<file path="src/rtl/fpll_coef_calc.sv">
module fpll_coef_calc #(
  parameter int          FRAC_BITS = 20,
  parameter int          LOCK_LOG2 = 10,
  parameter logic [63:0] NOM_REF   = 64'd19200000,
  parameter logic [63:0] BAND_EDGE = 64'd1500000000,
  parameter logic [63:0] CP_NUM    = 64'd11000000,
  parameter logic [63:0] GAIN_CAP  = 64'd2046
) (
  input  logic        clk,
  input  logic        rst_n,
  input  logic        start,
  input  logic        inv_mode,
  input  logic [63:0] vco_hz,
  input  logic [31:0] ref_hz,
  input  logic [7:0]  post_ratio,
  input  logic [63:0] bit_hz,
  input  logic        ssc_req,
  input  logic [17:0] cmp_cnt_in,
  output logic        busy,
  output logic        done,
  output logic [15:0] int_div,
  output logic [7:0]  frac_lo,
  output logic [7:0]  frac_mid,
  output logic [3:0]  frac_hi,
  output logic [7:0]  lock_lo,
  output logic [7:0]  lock_mid,
  output logic [1:0]  lock_hi,
  output logic [7:0]  cp_code,
  output logic [7:0]  rc_code,
  output logic [7:0]  cc_code,
  output logic [7:0]  gain_lo,
  output logic [3:0]  gain_hi,
  output logic [63:0] pix_hz
);
  localparam int          W        = 64;
  localparam logic [3:0]  LAST_FWD = 4'd6;
  localparam logic [3:0]  FIRST_INV = 4'd7;
  localparam logic [3:0]  LAST_INV = 4'd8;
  localparam logic [63:0] K10      = 64'd10;
  localparam logic [63:0] K20      = 64'd20;
  localparam logic [63:0] K64      = 64'd64;
  localparam logic [63:0] K100     = 64'd100;
  localparam logic [63:0] K1022    = 64'd1022;
  localparam logic [63:0] LOCK_DEN = 64'd1 << LOCK_LOG2;

  typedef enum logic [1:0] {S_IDLE, S_LOAD, S_DIV, S_SAVE} st_t;
  st_t st;
  logic [3:0]  step;
  logic [5:0]  icnt;
  logic [63:0] vco_r, ref_r, bit_r, rat_r, cnt_r;
  logic        ssc_r;
  logic [63:0] q_dec, q_frac, q_fd, q_lock, q_r20, q_cp, q_gain, q_inv, q_pix;
  logic        rnd_frac, rnd_lock;
  logic [63:0] rem, quo, den_r, num_m, den_m;

  logic [64:0] shifted, diff;
  logic        ge;
  assign shifted = {rem, quo[W-1]};
  assign ge      = shifted >= {1'b0, den_r};
  assign diff    = shifted - {1'b0, den_r};

  logic [63:0] frac_full, lock_full, gain_sh, gain_sat;
  logic        frac_on;
  assign frac_full = q_frac - (q_dec << FRAC_BITS) + {63'd0, rnd_frac};
  assign frac_on   = (frac_full != 64'd0) || ssc_r;
  assign lock_full = q_lock + {63'd0, rnd_lock} - 64'd1;
  assign gain_sh   = (bit_r >= BAND_EDGE) ? (q_gain << 1) : (q_gain << 2);
  assign gain_sat  = (gain_sh > GAIN_CAP) ? GAIN_CAP : gain_sh;

  always_comb begin
    num_m = 64'd0;
    den_m = 64'd1;
    case (step)
      4'd0: begin num_m = vco_r;               den_m = ref_r << 2; end
      4'd1: begin num_m = vco_r << FRAC_BITS;  den_m = ref_r << 2; end
      4'd2: begin num_m = vco_r;               den_m = rat_r; end
      4'd3: begin num_m = q_fd << LOCK_LOG2;   den_m = ref_r * K10; end
      4'd4: begin num_m = ref_r;               den_m = K20; end
      4'd5: begin num_m = CP_NUM;              den_m = q_r20; end
      4'd6: begin
        num_m = frac_on ? ref_r * K64 : ref_r * K1022;
        den_m = frac_on ? NOM_REF : K100;
      end
      4'd7: begin num_m = (cnt_r + 64'd1) * ref_r * K10; den_m = LOCK_DEN; end
      4'd8: begin num_m = q_inv;               den_m = K10; end
      default: ;
    endcase
  end

  always_ff @(posedge clk or negedge rst_n) begin
    if (!rst_n) begin
      st <= S_IDLE; step <= 4'd0; icnt <= 6'd0; done <= 1'b0;
      vco_r <= '0; ref_r <= '0; bit_r <= '0; rat_r <= '0; cnt_r <= '0; ssc_r <= 1'b0;
      q_dec <= '0; q_frac <= '0; q_fd <= '0; q_lock <= '0; q_r20 <= '0;
      q_cp <= '0; q_gain <= '0; q_inv <= '0; q_pix <= '0;
      rnd_frac <= 1'b0; rnd_lock <= 1'b0;
      rem <= '0; quo <= '0; den_r <= '0;
    end else begin
      done <= 1'b0;
      case (st)
        S_IDLE: if (start) begin
          vco_r <= vco_hz; ref_r <= {32'd0, ref_hz}; bit_r <= bit_hz;
          rat_r <= {56'd0, post_ratio}; cnt_r <= {46'd0, cmp_cnt_in}; ssc_r <= ssc_req;
          step  <= inv_mode ? FIRST_INV : 4'd0;
          st    <= S_LOAD;
        end
        S_LOAD: begin
          rem <= '0; quo <= num_m; den_r <= den_m; icnt <= 6'd0; st <= S_DIV;
        end
        S_DIV: begin
          rem  <= ge ? diff[W-1:0] : shifted[W-1:0];
          quo  <= {quo[W-2:0], ge};
          icnt <= icnt + 6'd1;
          if (icnt == 6'd63) st <= S_SAVE;
        end
        S_SAVE: begin
          case (step)
            4'd0: q_dec  <= quo;
            4'd1: begin q_frac <= quo; rnd_frac <= rem > (den_r >> 1); end
            4'd2: q_fd   <= quo;
            4'd3: begin q_lock <= quo; rnd_lock <= rem > (den_r >> 1); end
            4'd4: q_r20  <= quo;
            4'd5: q_cp   <= quo;
            4'd6: q_gain <= quo;
            4'd7: q_inv  <= quo;
            default: q_pix <= quo;
          endcase
          if (step == LAST_FWD || step == LAST_INV) begin
            done <= 1'b1;
            st   <= S_IDLE;
          end else begin
            step <= step + 4'd1;
            st   <= S_LOAD;
          end
        end
        default: st <= S_IDLE;
      endcase
    end
  end

  assign busy     = st != S_IDLE;
  assign int_div  = q_dec[15:0];
  assign frac_lo  = frac_full[7:0];
  assign frac_mid = frac_full[15:8];
  assign frac_hi  = frac_full[19:16];
  assign lock_lo  = lock_full[7:0];
  assign lock_mid = lock_full[15:8];
  assign lock_hi  = lock_full[17:16];
  assign cp_code  = frac_on ? q_cp[7:0] : 8'h23;
  assign rc_code  = frac_on ? 8'h16 : 8'h10;
  assign cc_code  = frac_on ? 8'h28 : 8'h01;
  assign gain_lo  = gain_sat[7:0];
  assign gain_hi  = gain_sat[11:8];
  assign pix_hz   = q_pix;
endmodule


</file>
<file path="config.mk">
export PLATFORM = sky130hd
export DESIGN_NAME = fpll_coef_calc
export DESIGN_NICKNAME = d
export VERILOG_FILES = /design/src/rtl/fpll_coef_calc.sv
export SDC_FILE = /design/constraint.sdc
export NUM_CORES = 2
export LEC_CHECK = 0
export BUFFER_PORTS_ARGS = -buffer_cell sky130_fd_sc_hd__buf_2
export CAP_MARGIN = 10
export CORE_ASPECT_RATIO = 1.2
export CORE_MARGIN = 5
export CORE_UTILIZATION = 60
export DETAILED_ROUTE_END_ITERATION = 7
export PLACE_DENSITY = 0.78
export SLEW_MARGIN = 10
export SYNTH_ARGS = -nofsm -noshare
export SYNTH_HDL_FRONTEND = slang
export SYNTH_SLANG_ARGS = --single-unit
</file>
<file path="constraint.sdc">
create_clock -name clk -period 11.5 [get_ports clk]
set_input_delay 1.725 -clock clk [delete_from_list [all_inputs] [get_ports clk]]
set_output_delay 1.725 -clock clk [all_outputs]
set_load 0.02 [all_outputs]
</file>
Word-level counts from Yosys, hierarchy flattened:

Cells that the tools add are included.

* add/sub/neg operators: 8
* multiply operators: 4
* magnitude comparators: 4
* equal/unequal tests: 15
* multiplexer cells: 23
* bitwise operators: 1
* reduce and logical (&&, ||, !) cells: 23

Operators with widths (count)
* $pmux 64 s8: 2
* $pmux 64 s2: 2
* $mux 64: 2
* $sub 64x64->64: 2
* $ge 65x64->1: 1
* $add 64x1->64: 1
* $ge 64x31->1 const B: 1
* $gt 64x11->1 const B: 1
* $gt 64x63->1: 1
* $reduce_bool 64->1: 1
* $mul 51x3->54 const B: 1
* $mul 19x32->51: 1
* $mux 42: 1
* $mul 32x9->41 const B: 1
* $mul 32x3->35 const B: 1
* $mux 25: 1
* $reduce_and 2->1: 11
* $add 18x1->19 const B: 1
* $add 18x1->18: 1
* $sub 18x1->18 const B: 1
* $eq 4x3->1 const B: 4
* $mux 12: 1
* $pmux 6 s2: 1
* $eq 4x2->1 const B: 2
* 24 further kinds: 36

* bits in registers: 837
* bits of input ports: 191
* output and inout bits: 156
* word-level logic and storage cells: 102

Longest topological paths before layout:

* word-level depth: 7
* gate-level depth with buffers: 48

Least setup slack after synthesis:

Ideal clock, no wire load.

* path kind: register -> register
* start point: reg cnt_r[2]
* end point: reg quo[53]
* setup time: 0.136 ns
* data arrival time: 9.710 ns
* required time: 11.364 ns
* path slack: 1.654 ns
* cell stages (with the launch flop): 45
* cells stage by stage: dfrtp_1 > and3_1 > nand2_1 > or3_1 > xnor2_1 > clkbuf_1 > nand2_1 > fa_1 > inv_1 > fa_1 > ha_1 > fa_1 > inv_1 > fa_1 > inv_1 > fa_1 > ha_1 > a21o_1 > [... 9 more ...] > nand2b_1 > a21oi_1 > xnor2_1 > ha_1 > ha_1 > a21o_1 > a21o_1 > a21o_1 > a21o_1 > a21oi_1 > nand2_1 > a21oi_1 > o21ai_0 > a31oi_1 > o21ai_0 > a221oi_1 > xor2_1 > o21ai_0

* cells in the longest elaborated chain, start to end: 5

RTL lines
* from (decl): line 50 `logic [63:0] vco_r, ref_r, bit_r, rat_r, cnt_r;`
* from (signal assigned): line 103 `rat_r <= {56'd0, post_ratio}; cnt_r <= {46'd0, cmp_cnt_in}; ssc_r <= ssc_req;`
* $add 18x1->19: line 84 `4'd7: begin num_m = (cnt_r + 64'd1) * ref_r * K10; den_m = LOCK_DEN; end`
* $mul 19x32->51: line 84
* $mul 51x3->54: line 84
* $pmux 64 s8: line 73 `case (step)`
* $pmux 64 s2: line 100 `case (st)`
* to (signal assigned): line 112 `quo <= {quo[W-2:0], ge};`
* to (decl): line 54 `logic [63:0] rem, quo, den_r, num_m, den_m;`

Every way passes these cells.
A chain may end at the register's enable or synchronous reset.

Worst setup path in the final report:

* start point: reg cnt_r[1]
* end point: reg quo[50]

Same word-level chain as after synthesis.

==> reports/metrics.csv <==
metric,value,unit
synthFlopType,dfrtp_1,
grt_pass1_vias,63272,
cts_max_level,3,
area.growth.synth_to_final,8.35,%
synth_top_cell_by_area,dfrtp_1,
chipHeight,398,µm
antenna_left,0,
synth_area_leaders,"dfrtp_1 28%, fa_1 18%, ha_1 8.8%",
dr.first_iter.drc_count,6396,
worstSetupPathType,register to register,
cts_buffers,85,
cp-start-kind,register,
tightest_slew,1.26,ns
yosys.cell_count.top_type,inv_1,
synthTopCellsByCount,"983 x inv_1, 829 x dfrtp_1, 814 x nand2_1, 663 x fa_1, 550 x mux2_2",
finClkSkew,0.0602,ns
gp_congestion,0.972,
boundaryPins,347,
drive_above_1_share,15.4,%
setup_tns,0,ns
root_buffer,clkbuf_16,
grt_util_all_layers,35.1,%
vias_per_cell,6.33,
stdcell_count,9718,
clock_sinks,829,
clkTransAtPathRegs,0.06,ns
clk_latency,0.74,ns
violations,DRC,
synth_top_area_share,27.6,%
slew_viol_final,0,
postRouteWirelength,235,mm
syn_inst,7889,
cp_data_required_time,12.08,ns
ys_seq_area_share,27.6,%
wl_per_cell,24.2,µm
setup_ws,0.529,ns
vias,61558,
worstPathMaxFanout,24,
maxCapViolCount,0,
grt_pass1_wl,364,mm
cts-hold-fix-buffers,0,
fin_crit,10.97,ns
maxSlewHeadroom,16.0,%
dp_hpwl,177,mm
clock_path_buffers,3,
drtPass1Iterations,8,
grt_overflow,0,
die_area,133000,µm²
rows,142,
ys_warn_count,0,
n_fill_cell,9833,
syn_avg_cell_area,9.54,µm²
arrival,11.55,ns
drcViolationCount,9,
hp-class,register to register,
grt_max_degree,189,
ys_types,89,
synthArstFlopShare,100,%
dp.cells,9545,
crit_path_max_incr_delay,0.55,ns
synthesis.area,75300,µm²
grt_antenna_before_repair,21,
slowest_stage,fa_1,
fmax,91.2,MHz
portBuffers,325,
dp_slack,0.0157,ns
finalNetCount,9363,
fp.dieW,333,µm
cts_tree,done,
ys_ff_latch,829,
status,finished with violations,
initial_core_util,60.3,%
post-route-util,65.4,%
crit_path_frequent_cell,fa_1,
synth_edf_count,0,
core-area,125000,µm²
setup_viol,0,
post-route-period-util,95.4,%
final_hold_viol_count,0,
end_kind,register,
-- worst max-delay path, delay by kind of cell (launching register included) --
| family | cells | cell delay [ns] |
|---|---|---|
| flops | 1 | 0.42 |
| simple gates | 12 | 1.75 |
| compound gates | 14 | 2.56 |
| buf+inv | 6 | 0.95 |
| fa+ha+maj | 9 | 4.05 |
| xor+xnor | 4 | 1.09 |
-- routing by layer --
layer | vias up | track usage, % | wire length (µm)
li1 | 26948 | - | -
met1 | 30555 | 44.1 | 87500
met2 | 3163 | 56.3 | 108000
met3 | 886 | 8.65 | 23900
met4 | 6 | 18.8 | 16000
met5 | - | 0 | 65
-- area by class of cell --
| cell class | instances | area (µm²) | area share, % |
|---|---|---|---|
| inverter | 985 | 3700 | 4.54 |
| multi-input combinational | 5617 | 49300 | 60.5 |
| antenna | 19 | 47.5 | 0.0583 |
| sequential | 829 | 20700 | 25.4 |
| clock inverter | 28 | 454 | 0.557 |
| tap | 1656 | 2070 | 2.54 |
| clock buffer | 122 | 2450 | 3.00 |
| timing repair buffer | 462 | 2750 | 3.37 |
-- per-stage QoR --
step	hold WS [ns]	area, µm²
3_3_place_gp	0.460	78300
2_1_floorplan	0.449	75300
6_report	0.486	81500
3_5_place_dp	0.470	78300
5_1_grt	0.509	81500
4_1_cts	0.484	81200
-- final timing paths --
check	from	cells after the start	end	slack, ns
setup / recovery	cnt_r[1]	45	quo[50]	0.53
hold / removal	q_inv[46]	2	q_inv[46]	0.49
setup reg to reg	cnt_r[1]	45	quo[50]	0.53
hold reg to reg	q_inv[46]	2	q_inv[46]	0.49
max in group asynchronous	rst_n	3	q_fd[6]	8.12
min in group asynchronous	rst_n	1	bit_r[17]	1.05
-- logic make-up (layout without fill, tap and decap cells) --
family / count (synthesis) / in the layout / synth area share, %
AND/OR/NAND/NOR: 1943 / 1943 / 12.3
AO/OA/AOI/OAI: 1579 / 1579 / 13.9
buffers and inverters: 1454 / 1597 / 7.46
adder cells (fa/ha/maj): 1192 / 1192 / 26.4
flip-flops: 829 / 829 / 27.6
multiplexers: 616 / 616 / 9.11
XOR/XNOR: 274 / 274 / 3.19
other: 2 / 32 / 0.00998
-- sequential cells by signal (all words and copies together), names as in the netlist, 6 cells and up --
register  flops
rem          64
cnt_r        18
q_inv        64
rat_r         8
q_frac       64
icnt          6
q_fd         54
bit_r        56
q_r20        64
den_r        64
q_cp          8
pix_hz       64
q_dec        44
ref_r        32
vco_r        64
quo          64
q_lock       18
q_gain       63
-- what timing repair did --
action,CTS,global route
setup buffers,0,4
gates resized for setup,0,35
setup endpoints to repair,0,14
-- cells in the final DEF (no fill, tap or decap), drive strengths merged, types with 32 or more instances in the layout --
master	instances
inv	989
dfrtp	829
nand2	814
fa	663
mux2	550
ha	529
buf	462
a21oi	373
o21ai	369
nor2	280
a21o	190
and2	184
xnor2	168
nand3	142
clkbuf	122
xor2	106
nor2b	86
nor3	81
a22oi	76
nand4	72
and3	72
mux2i	66
a31oi	54
nand2b	50
nor4	48
a221oi	45
o211ai	43
a222oi	42
o21a	42
a211oi	35
a22o	34
o2bb2ai	33
o21bai	32
or3	32
Power is left out: the tool's default activity adds up to more than one toggle a clock period on the data nets, which glitch-free logic cannot reach.
